<file path="src/rtl/crc3_frame_unit.sv">
module crc3_frame_unit #(
  parameter int FRAME_W = 32,
  parameter int CRC_W   = 3,
  parameter logic [CRC_W:0]   POLY = 4'hB,
  parameter logic [CRC_W-1:0] SEED = 3'h5,
  parameter int FLAG_HI = 31,
  parameter int FLAG_LO = 3
) (
  input  logic               clk,
  input  logic               rst_n,
  input  logic               in_vld,
  input  logic               in_chk,
  input  logic [FRAME_W-1:0] in_word,
  output logic               res_vld,
  output logic [CRC_W-1:0]   res_crc,
  output logic               res_ok,
  output logic [FRAME_W-1:0] res_word
);

  localparam logic [CRC_W-1:0] TAPS = POLY[CRC_W-1:0];

  function automatic logic [CRC_W-1:0] walk(input logic [FRAME_W-1:0] w);
    logic [CRC_W-1:0] r;
    logic top;
    r = SEED;
    for (int i = FRAME_W - 1; i >= 0; i--) begin
      top = r[CRC_W-1];
      r = {r[CRC_W-2:0], w[i]};
      if (top) r = r ^ TAPS;
    end
    return r;
  endfunction

  logic [FRAME_W-1:0] zeroed, feed, word_n;
  logic [CRC_W-1:0]   rem;
  logic               flags_bad, ok_n;

  assign zeroed    = {in_word[FRAME_W-1:CRC_W], {CRC_W{1'b0}}};
  assign feed      = in_chk ? in_word : zeroed;
  assign rem       = walk(feed);
  assign flags_bad = in_word[FLAG_HI] & in_word[FLAG_LO];
  assign ok_n      = in_chk & (rem == '0) & ~flags_bad;
  assign word_n    = in_chk ? in_word : {in_word[FRAME_W-1:CRC_W], rem};

  always_ff @(posedge clk or negedge rst_n) begin
    if (!rst_n) begin
      res_vld  <= 1'b0;
      res_crc  <= '0;
      res_ok   <= 1'b0;
      res_word <= '0;
    end else begin
      res_vld <= in_vld;
      if (in_vld) begin
        res_crc  <= rem;
        res_ok   <= ok_n;
        res_word <= word_n;
      end
    end
  end

endmodule

</file>
<file path="config.mk">
export PLATFORM = sky130hd
export DESIGN_NAME = crc3_frame_unit
export DESIGN_NICKNAME = d
export VERILOG_FILES = /design/src/rtl/crc3_frame_unit.sv
export SDC_FILE = /design/constraint.sdc
export NUM_CORES = 1
export LEC_CHECK = 0
export ABC_AREA = 1
export BUFFER_PORTS_ARGS = -buffer_cell sky130_fd_sc_hd__buf_2
export CELL_PAD_IN_SITES_DETAIL_PLACEMENT = 0
export CELL_PAD_IN_SITES_GLOBAL_PLACEMENT = 1
export CORE_AREA = 5 5 92 94
export CTS_CLUSTER_DIAMETER = 100
export DETAILED_ROUTE_END_ITERATION = 10
export DIE_AREA = 0 0 97 99
export GPL_TIMING_DRIVEN = 0
export PLACE_DENSITY_LB_ADDON = 0.12
export SLEW_MARGIN = 15
export SYNTH_ARGS = -nofsm -noshare
export SYNTH_HDL_FRONTEND = slang
export SYNTH_SLANG_ARGS = --single-unit
</file>
<file path="constraint.sdc">
create_clock -name clk -period 0.9 [get_ports clk]
set_input_delay 0.135 -clock clk [delete_from_list [all_inputs] [get_ports clk]]
set_output_delay 0.135 -clock clk [all_outputs]
set_load 0.01 [all_outputs]
</file>
# == Word-level counts from Yosys, hierarchy flattened ==
# Cells that the tools add are included.
# totals
register_bits,37
output_inout_bits,37
# op_classes
mux,32
n_bitwise,35
reduce_logical,1
# ops
op,count
2-bit inverter,31
2-bit 2-to-1 mux,30
3-bit 2-to-1 mux,2
1-bit bitwise AND,3
3-bit logical NOT,1
1-bit inverter,1

# == Depth between registers and ports, before layout ==
# Gate-level depths: netlist of run 1.
# logic_depth
word_depth,63
depth_mapped,38
mapped_depth_nobuf,38

# == Worst setup path before layout of run 1 ==
# Ideal clock, no wire load.
# synth_path
kind,input -> register
from,input in_word[31]
to,register res_ok
arrival_time_ns,2.649
t_required_ns,0.783
path_slack_ns,-1.866
cell_stages,32
cell_sequence,nand2_1 > nand3_1 > nand3_2 > nand2_2 > nand2_1 > nand3b_1 > nand2_1 > clkinv_1 > nand3_1 > nand3b_1 > nand2_1 > nand2_1 > nand2_1 > nand2_2 > nand2_2 > nand2_1 > nand2_2 > nand2_2 > nand2_2 > nand2_2 > nand3_1 > nand2_2 > nand2_1 > nand2_1 > nand2_1 > nand2_2 > nand2_1 > nand2_1 > nand2_1 > nand2_1 > nand3_1 > nand2_1
# synth_between
elab_chain_cells,34
# synth_rtl
item,line_no,source
from (decl),13,"input logic [FRAME_W-1:0] in_word,"
2-bit inverter (no source line),--,
2-bit 2-to-1 mux,29,if (top) r = r ^ TAPS;
2-bit inverter (no source line),--,
2-bit 2-to-1 mux (2 in series),29,
2-bit inverter (no source line),--,
2-bit 2-to-1 mux (2 in series),29,
2-bit inverter (no source line),--,
2-bit 2-to-1 mux (2 in series),29,
[13 not listed],--,
2-bit 2-to-1 mux (2 in series),29,
2-bit inverter (no source line),--,
2-bit 2-to-1 mux (2 in series),29,
2-bit inverter (no source line),--,
2-bit 2-to-1 mux,29,
3-bit logical NOT,42,assign ok_n = in_chk & (rem == '0) & ~flags_bad;
1-bit bitwise AND,42,
1-bit bitwise AND (*),42,
to (signal assigned),55,res_ok <= ok_n;
to (decl),16,"output logic res_ok,"
# Mark *: on every way between the ends. The rest lies on a longest branch, timed or not.
# A chain may end at the register's enable or synchronous reset.

# == Worst setup path in the final report of run 1 ==
# Ends and elaborated chain as after synthesis.

==> results.md, run 1 <==
* Outcome: complete, but fails checks
* Failing checks: negative hold slack, negative setup slack
* Filler cell count at 751
* Worst Reg-to-Reg Cells at 4
* CP Capture Type: flip-flop
* Vias at 2962
* DIE AREA at 9600 um^2
* Critical-path top delay cell: nand3_1
* Clock Path Buffers at 2
* Largest stage delay on the critical path at 160 ps
* Setup Skew at 0 ps
* N_diodes at 0
* Vias in the first global route at 2981
* Post-synthesis cell type count at 20
* Reg2reg end: res_word[30]
* Design area at 4070 um^2
* Initial antenna violation count at 0
* Top post-synthesis cells by count: 183 x nand2_1, 74 x nand3_1, 40 x inv_1, 37 x dfrtp_1, 25 x o21ai_0
* Synthesized area at 2650 um^2
* Violation count after the first detailed-route iteration at 101
* Nets at 552
* Top delay family on crit path: simple AND/OR/NAND/NOR gates
* Cells after Synth at 419
* Port-buffer cells at 72
* Fraction of layout cells with a size suffix above 1 at 47.8%
* Worst-skew pair later-pin latency at 300 ps
* Die Ht at 99 um
* Max Cap Viol at 0
* Via density at 4.79
* Critical Path Start Type: input port
* Ys flop type: dfrtp_1
* Final hold violations at 37
* Syn-to-layout area delta at 53.4%
* Clock transition at the registers of the reported paths at 80 ps
* Power per cell area at 2560 nW/um^2
* Hpwl dp at 6080 um
* Synth area leaders: dfrtp_1 35%, nand2_1 26%, nand3_1 14%
* Worst slew pin tran at 831 ps
* GP Congestion at 0.849
* Num CTS Buffers at 5
* Clock Sinks at 37
* Worst path arrival time at 3170 ps
* Finish-stage setup viols at 44
* # IOs at 73
* CTS tree: built
* Slew Limit Fails at 0
* Setup WS post-layout at -2030 ps
* Data required time of the critical path at 1140 ps
* DP Area at 3340 um^2
* First-pass GRT wire length at 13700 um
* Critical path class: in -> reg
* WL/cell at 12.9 um
* Most frequent CP cell: nand2_2
* Remaining global-route overflow at 0
* Core area at 7570 um^2
* Antenna Nets Post-Route at 0
* Peak supply drop at 0.000809 V
* Overall global routing resource usage at 17.2%
* Worst path bufs/invs at 4
* Hold slack final at -70.0 ps
* Leak pwr at 2.23 nW
* Critical Path Fanout Max at 5
* Min Clock Period, post-route at 2930 ps
* Final period util at 325%
* Sequential-to-total area share from yosys stat at 34.9%
* Reg2Reg Setup Slack at 40 ps
* Synth Area per Inst at 6.33 um^2
* DRC viols at 0
* Largest net degree at the start of global routing at 38
* RSZ-0062 raised after global routing: yes
* Yosys reg bits at 37
* Max_slew headroom at 44.6%
* Top cell type's share of synthesized area at 34.9%
* Area leader, netlist: dfrtp_1
* Depth of the CTS H-tree at 2
* YS warnings at 0
* Min-delay worst type: in -> async
* Maximum clock frequency at 342 MHz
* Initial Util at 35.0%
* Number of synthesized flops with an enable pin at 0
* DRT Pass-1 Iters at 4
* Syn_nets at 455
* Final Total Pwr at 10.4 mW
* Reg-to-Reg Start: res_word[30]
* Ys async rst share at 100%
* Top-count cell post-synth: nand2_1
* Detailed Route WL at 7990 um
* Overall die width at 97 um
* FP Rows at 32
* Clock Root Buffer: clkbuf_8
[registers in the layout, indices dropped and copies added (netlist names)]
register and flops:
res_word 32, res_crc 3, res_ok 1, res_vld 1
[kinds of logic (layout without fill, tap and decap cells)]
| kind of cell | count (synthesis) | count (layout) | share of synthesized area (%) |
|---|---|---|---|
| and+or+nand+nor | 297 | 297 | 50.8 |
| DFF | 37 | 37 | 34.9 |
| xor gates and xnor gates | 4 | 4 | 1.32 |
| buffers and inverters | 51 | 149 | 7.22 |
| AOI/OAI and AO/OA | 30 | 30 | 5.76 |
[worst max path at each step]
stage	start	end	slack, ps	cells past startpoint
final	in_word[31]	res_ok	-2030	34
after global routing	in_word[28]	res_ok	-2330	36
after CTS	in_word[31]	res_ok	-2000	37
after detailed placement	in_word[31]	res_ok	-2560	35
after global placement	in_word[31]	res_ok	-2500	35
after floorplan	in_word[31]	res_ok	-1830	36
[cell type report]
type | instances | area, um^2 | share of cell area (%)
Tap cell | 102 | 128 | 3.14
Timing Repair Buffer | 90 | 559 | 13.7
Clock buffer | 5 | 68.8 | 1.69
Sequential cell | 37 | 926 | 22.8
Buffer | 7 | 33.8 | 0.831
Inverter | 44 | 220 | 5.41
Multi-Input combinational cell | 331 | 2090 | 51.3
Clock inverter | 3 | 46.3 | 1.14
[layout by cell type, fill, tap and decap left out, drive strengths merged]
cell type / Yosys / final
xnor2: 2 / 2
o21ai: 28 / 28
xor2: 2 / 2
nor2: 3 / 3
clkinvlp: 0 / 1
bufinv: 0 / 1
inv: 43 / 43
clkbuf: 6 / 12
nand3b: 4 / 4
o211ai: 1 / 1
a21oi: 1 / 1
clkinv: 1 / 2
nand3: 81 / 81
buf: 1 / 90
nand2: 208 / 208
dfrtp: 37 / 37
nand4: 1 / 1
[layer usage]
layer | vias to the layer above | wire, um | global-route usage, % | part of all wire, %
li1 | 1530 | - | - | -
met1 | 1371 | 3680 | 21.4 | 46
met2 | 54 | 3860 | 29.5 | 48
met3 | 7 | 365 | 4.81 | 4.6
met4 | 0 | 76 | 4.00 | 0.95
met5 | - | 0 | 0 | 0
[per-stage QoR]
stage | utilization, % | TNS [ps] | worst slack, ps | instances
3_5_place_dp | 44.2 | -24120 | -2560 | 593
2_1_floorplan | - | -12480 | -1830 | 419
5_1_grt | 53.8 | -19620 | -2330 | 619
3_3_place_gp | 44.2 | -23430 | -2500 | 593
6_report | 53.8 | -16090 | -2030 | 619
4_1_cts | 51.3 | -16260 | -2000 | 609
[report_power, final]
group / leakage, nW / total (mW) / internal, mW / switching [mW]
clock network: 0.0543 / 1.50 / 0.830 / 0.672
logic: 1.73 / 6.84 / 2.48 / 4.36
registers: 0.450 / 2.08 / 1.93 / 0.148
[repair_timing]
action,in CTS,in global routing
endpoints found under the hold margin,37,0
buffers inserted,8,10
pin swaps,31,18
gates resized for setup,97,29
setup endpoints to repair,44,57
No activity file was read; power rests on OpenSTA's default activity.
==> run 2, diff against run 1 <==
--- a/config.mk
+++ b/config.mk
@@ -17,2 +17,3 @@
 export PLACE_DENSITY_LB_ADDON = 0.12
+export RECOVER_POWER = 50
 export SLEW_MARGIN = 15
==> constraint.sdc (replaced) <==
create_clock -name clk -period 2.9 [get_ports clk]
set_input_delay 0.435 -clock clk [delete_from_list [all_inputs] [get_ports clk]]
set_output_delay 0.435 -clock clk [all_outputs]
set_load 0.05 [all_outputs]
==> results.md, run 2 (synthesized netlist as in run 1, its figures left out) <==
* RSZ-0062 raised after global routing: yes (unchanged)
* Critical Path Start Type: input port (unchanged)
* Critical-path top delay cell: nand3b_1 (was nand3_1)
* Initial Util at 35.0% (unchanged)
* Overall die width at 97 um (unchanged)
* Initial antenna violation count at 0 (unchanged)
* Worst-skew pair later-pin latency at 290 ps (was 300 ps)
* Violation count after the first detailed-route iteration at 88 (was 101)
* Remaining global-route overflow at 0 (unchanged)
* Cts hold-fix bufs at 0
* Vias in the first global route at 2784 (was 2981)
* Most frequent cells in the layout: 146 x nand2_1, 67 x buf_2, 49 x nand2_2 (was 122 x nand2_1, 64 x buf_2, 60 x nand2_2)
* Min Clock Period, post-route at 3230 ps
* Most frequent CP cell: nand2_2 (unchanged)
* Min-delay worst type: in -> reg (was in -> async)
* Setup WS post-layout at -333 ps (was -2030 ps)
* FP Rows at 32 (unchanged)
* Clock transition at the registers of the reported paths at 80 ps (about the same)
* Fraction of layout cells with a size suffix above 1 at 38.6% (was 47.8%)
* Largest stage delay on the critical path at 140 ps (was 160 ps)
* GP Congestion at 0.833 (was 0.849)
* Antenna Nets Post-Route at 0 (unchanged)
* Power per cell area at 896 nW/um^2 (was 2560 nW/um^2)
* Clock Sinks at 37 (unchanged)
* Overall global routing resource usage at 16.0% (was 17.2%)
* Finish-stage setup viols at 7 (was 44)
* Final hold violations at 0 (was 37)
* Core area at 7570 um^2 (unchanged)
* Critical Path Fanout Max at 5 (unchanged)
* Port-buffer cells at 72 (unchanged)
* Critical path class: in -> reg (unchanged)
* CTS tree: built (unchanged)
* Failing checks: max-capacitance violations, max-slew violations, negative setup slack (was negative hold slack, negative setup slack)
* WL/cell at 12.8 um (was 12.9 um)
* Setup Skew at 0 ps (unchanged)
* Most common cell after layout, fill and taps aside: nand2_1 (unchanged)
* Outcome: complete, but fails checks (unchanged)
* Worst slew pin tran at 2080 ps (was 831 ps)
* Pre-CTS WS at -844 ps (was -2560 ps)
* First-pass GRT wire length at 12800 um (was 13700 um)
* Peak supply drop at 0.000350 V (was 0.000809 V)
* Syn-to-layout area delta at 40.3% (was 53.4%)
* Max reg flops at 32 (unchanged)
* # IOs at 73 (unchanged)
* Slew Limit Fails at 38 (was 0)
* Leak pwr at 2.06 nW (was 2.23 nW)
* Clock Path Buffers at 2 (unchanged)
* Detailed Route WL at 7690 um (was 7990 um)
* Max_slew headroom at -38.5% (was 44.6%)
* DIE AREA at 9600 um^2 (unchanged)
* Data required time of the critical path at 3090 ps (was 1140 ps)
* Largest net degree at the start of global routing at 38 (unchanged)
* Hpwl dp at 6220 um (was 6080 um)
* Largest Register: res_word (unchanged)
* DRT Pass-1 Iters at 4 (unchanged)
* N_diodes at 0 (unchanged)
* Worst path arrival time at 3420 ps (was 3170 ps)
* Via density at 4.72 (was 4.79)
* Final Util at 49.2% (was 53.8%)
* Depth of the CTS H-tree at 2 (unchanged)
* Die Ht at 99 um (unchanged)
* Largest regs: res_word (32), res_crc (3) (unchanged)
* Num CTS Buffers at 5 (unchanged)
* Max Cap Viol at 1 (was 0)
* Nets at 535 (was 552)
* Final period util at 111%
* Clock Root Buffer: clkbuf_8 (unchanged)
* Vias at 2841 (was 2962)
* CP Capture Type: flip-flop (unchanged)
* Maximum clock frequency at 309 MHz
* DRC viols at 0 (unchanged)
run 2: cell count changes in the layout (fill, tap and decap cells not counted), sizes merged:
cell,before,now
buf,90,72
bufinv,1,2
clkbuf,12,13
clkinv,2,1
clkinvlp,1,0
inv,43,44
run 2: path summary, 6_finish.rpt:
path                       slack (ps)           end  depth (start not counted)          from
min in group asynchronous         730  res_word[29]                          1         rst_n
max in group asynchronous         990  res_word[10]                          1         rst_n
setup / recovery                 -330        res_ok                         37   in_word[31]
hold / removal                    370       res_vld                          1        in_vld
setup reg to reg                 2200   res_word[2]                          2   res_word[2]
hold reg to reg                   480  res_word[17]                          2  res_word[17]
run 2: repair_timing:
item,in CTS,in global routing
pin swaps,17,5
setup endpoints to repair,7,7
resized for setup,55,8
buffers inserted,1,0
run 2: cell type report:
| class | count | area (um^2) |
|---|---|---|
| Fill cell | 811 | 3850 |
| Multi-Input combinational cell | 331 | 1900 |
| Sequential cell | 37 | 926 |
| Timing Repair Buffer | 73 | 388 |
| Inverter | 44 | 215 |
| Tap cell | 102 | 128 |
| Clock buffer | 5 | 68.8 |
| Clock inverter | 3 | 68.8 |
| Buffer | 7 | 26.3 |
run 2: metrics by stage:
| step | hold WS (ps) | TNS (ps) | instances | area (um^2) | power, mW |
|---|---|---|---|---|---|
| 2_1_floorplan | 139 | -601 | 419 | 2850 | 2.20 |
| 3_3_place_gp | 450 | -5330 | 593 | 3340 | 2.58 |
| 3_5_place_dp | 458 | -5490 | 593 | 3340 | 2.61 |
| 4_1_cts | 269 | -1840 | 602 | 3700 | 3.33 |
| 5_1_grt | 364 | -4310 | 602 | 3720 | 3.63 |
| 6_report | 366 | -1930 | 602 | 3720 | 3.34 |
run 2: critical path, delay by kind of cell:
kind	cells	cell delay (ps)
buffers and inverters	4	280
and+or+nand+nor	33	2700
run 2: routing by layer:
layer  share of wire, %  up-vias  GRT usage [%]  routed length (um)
met5                  0        -              0                   0
met4               0.49        0           2.48                  38
met3                4.2        6           3.40                 326
met2                 48       50           28.0                3660
met1                 48     1283           20.7                3660
li1                   -     1502              -                   -
run 2: power by group:
group,switching [mW],internal (mW)
combinational,1.49,0.647
clock,0.204,0.346
sequential,0.0455,0.600
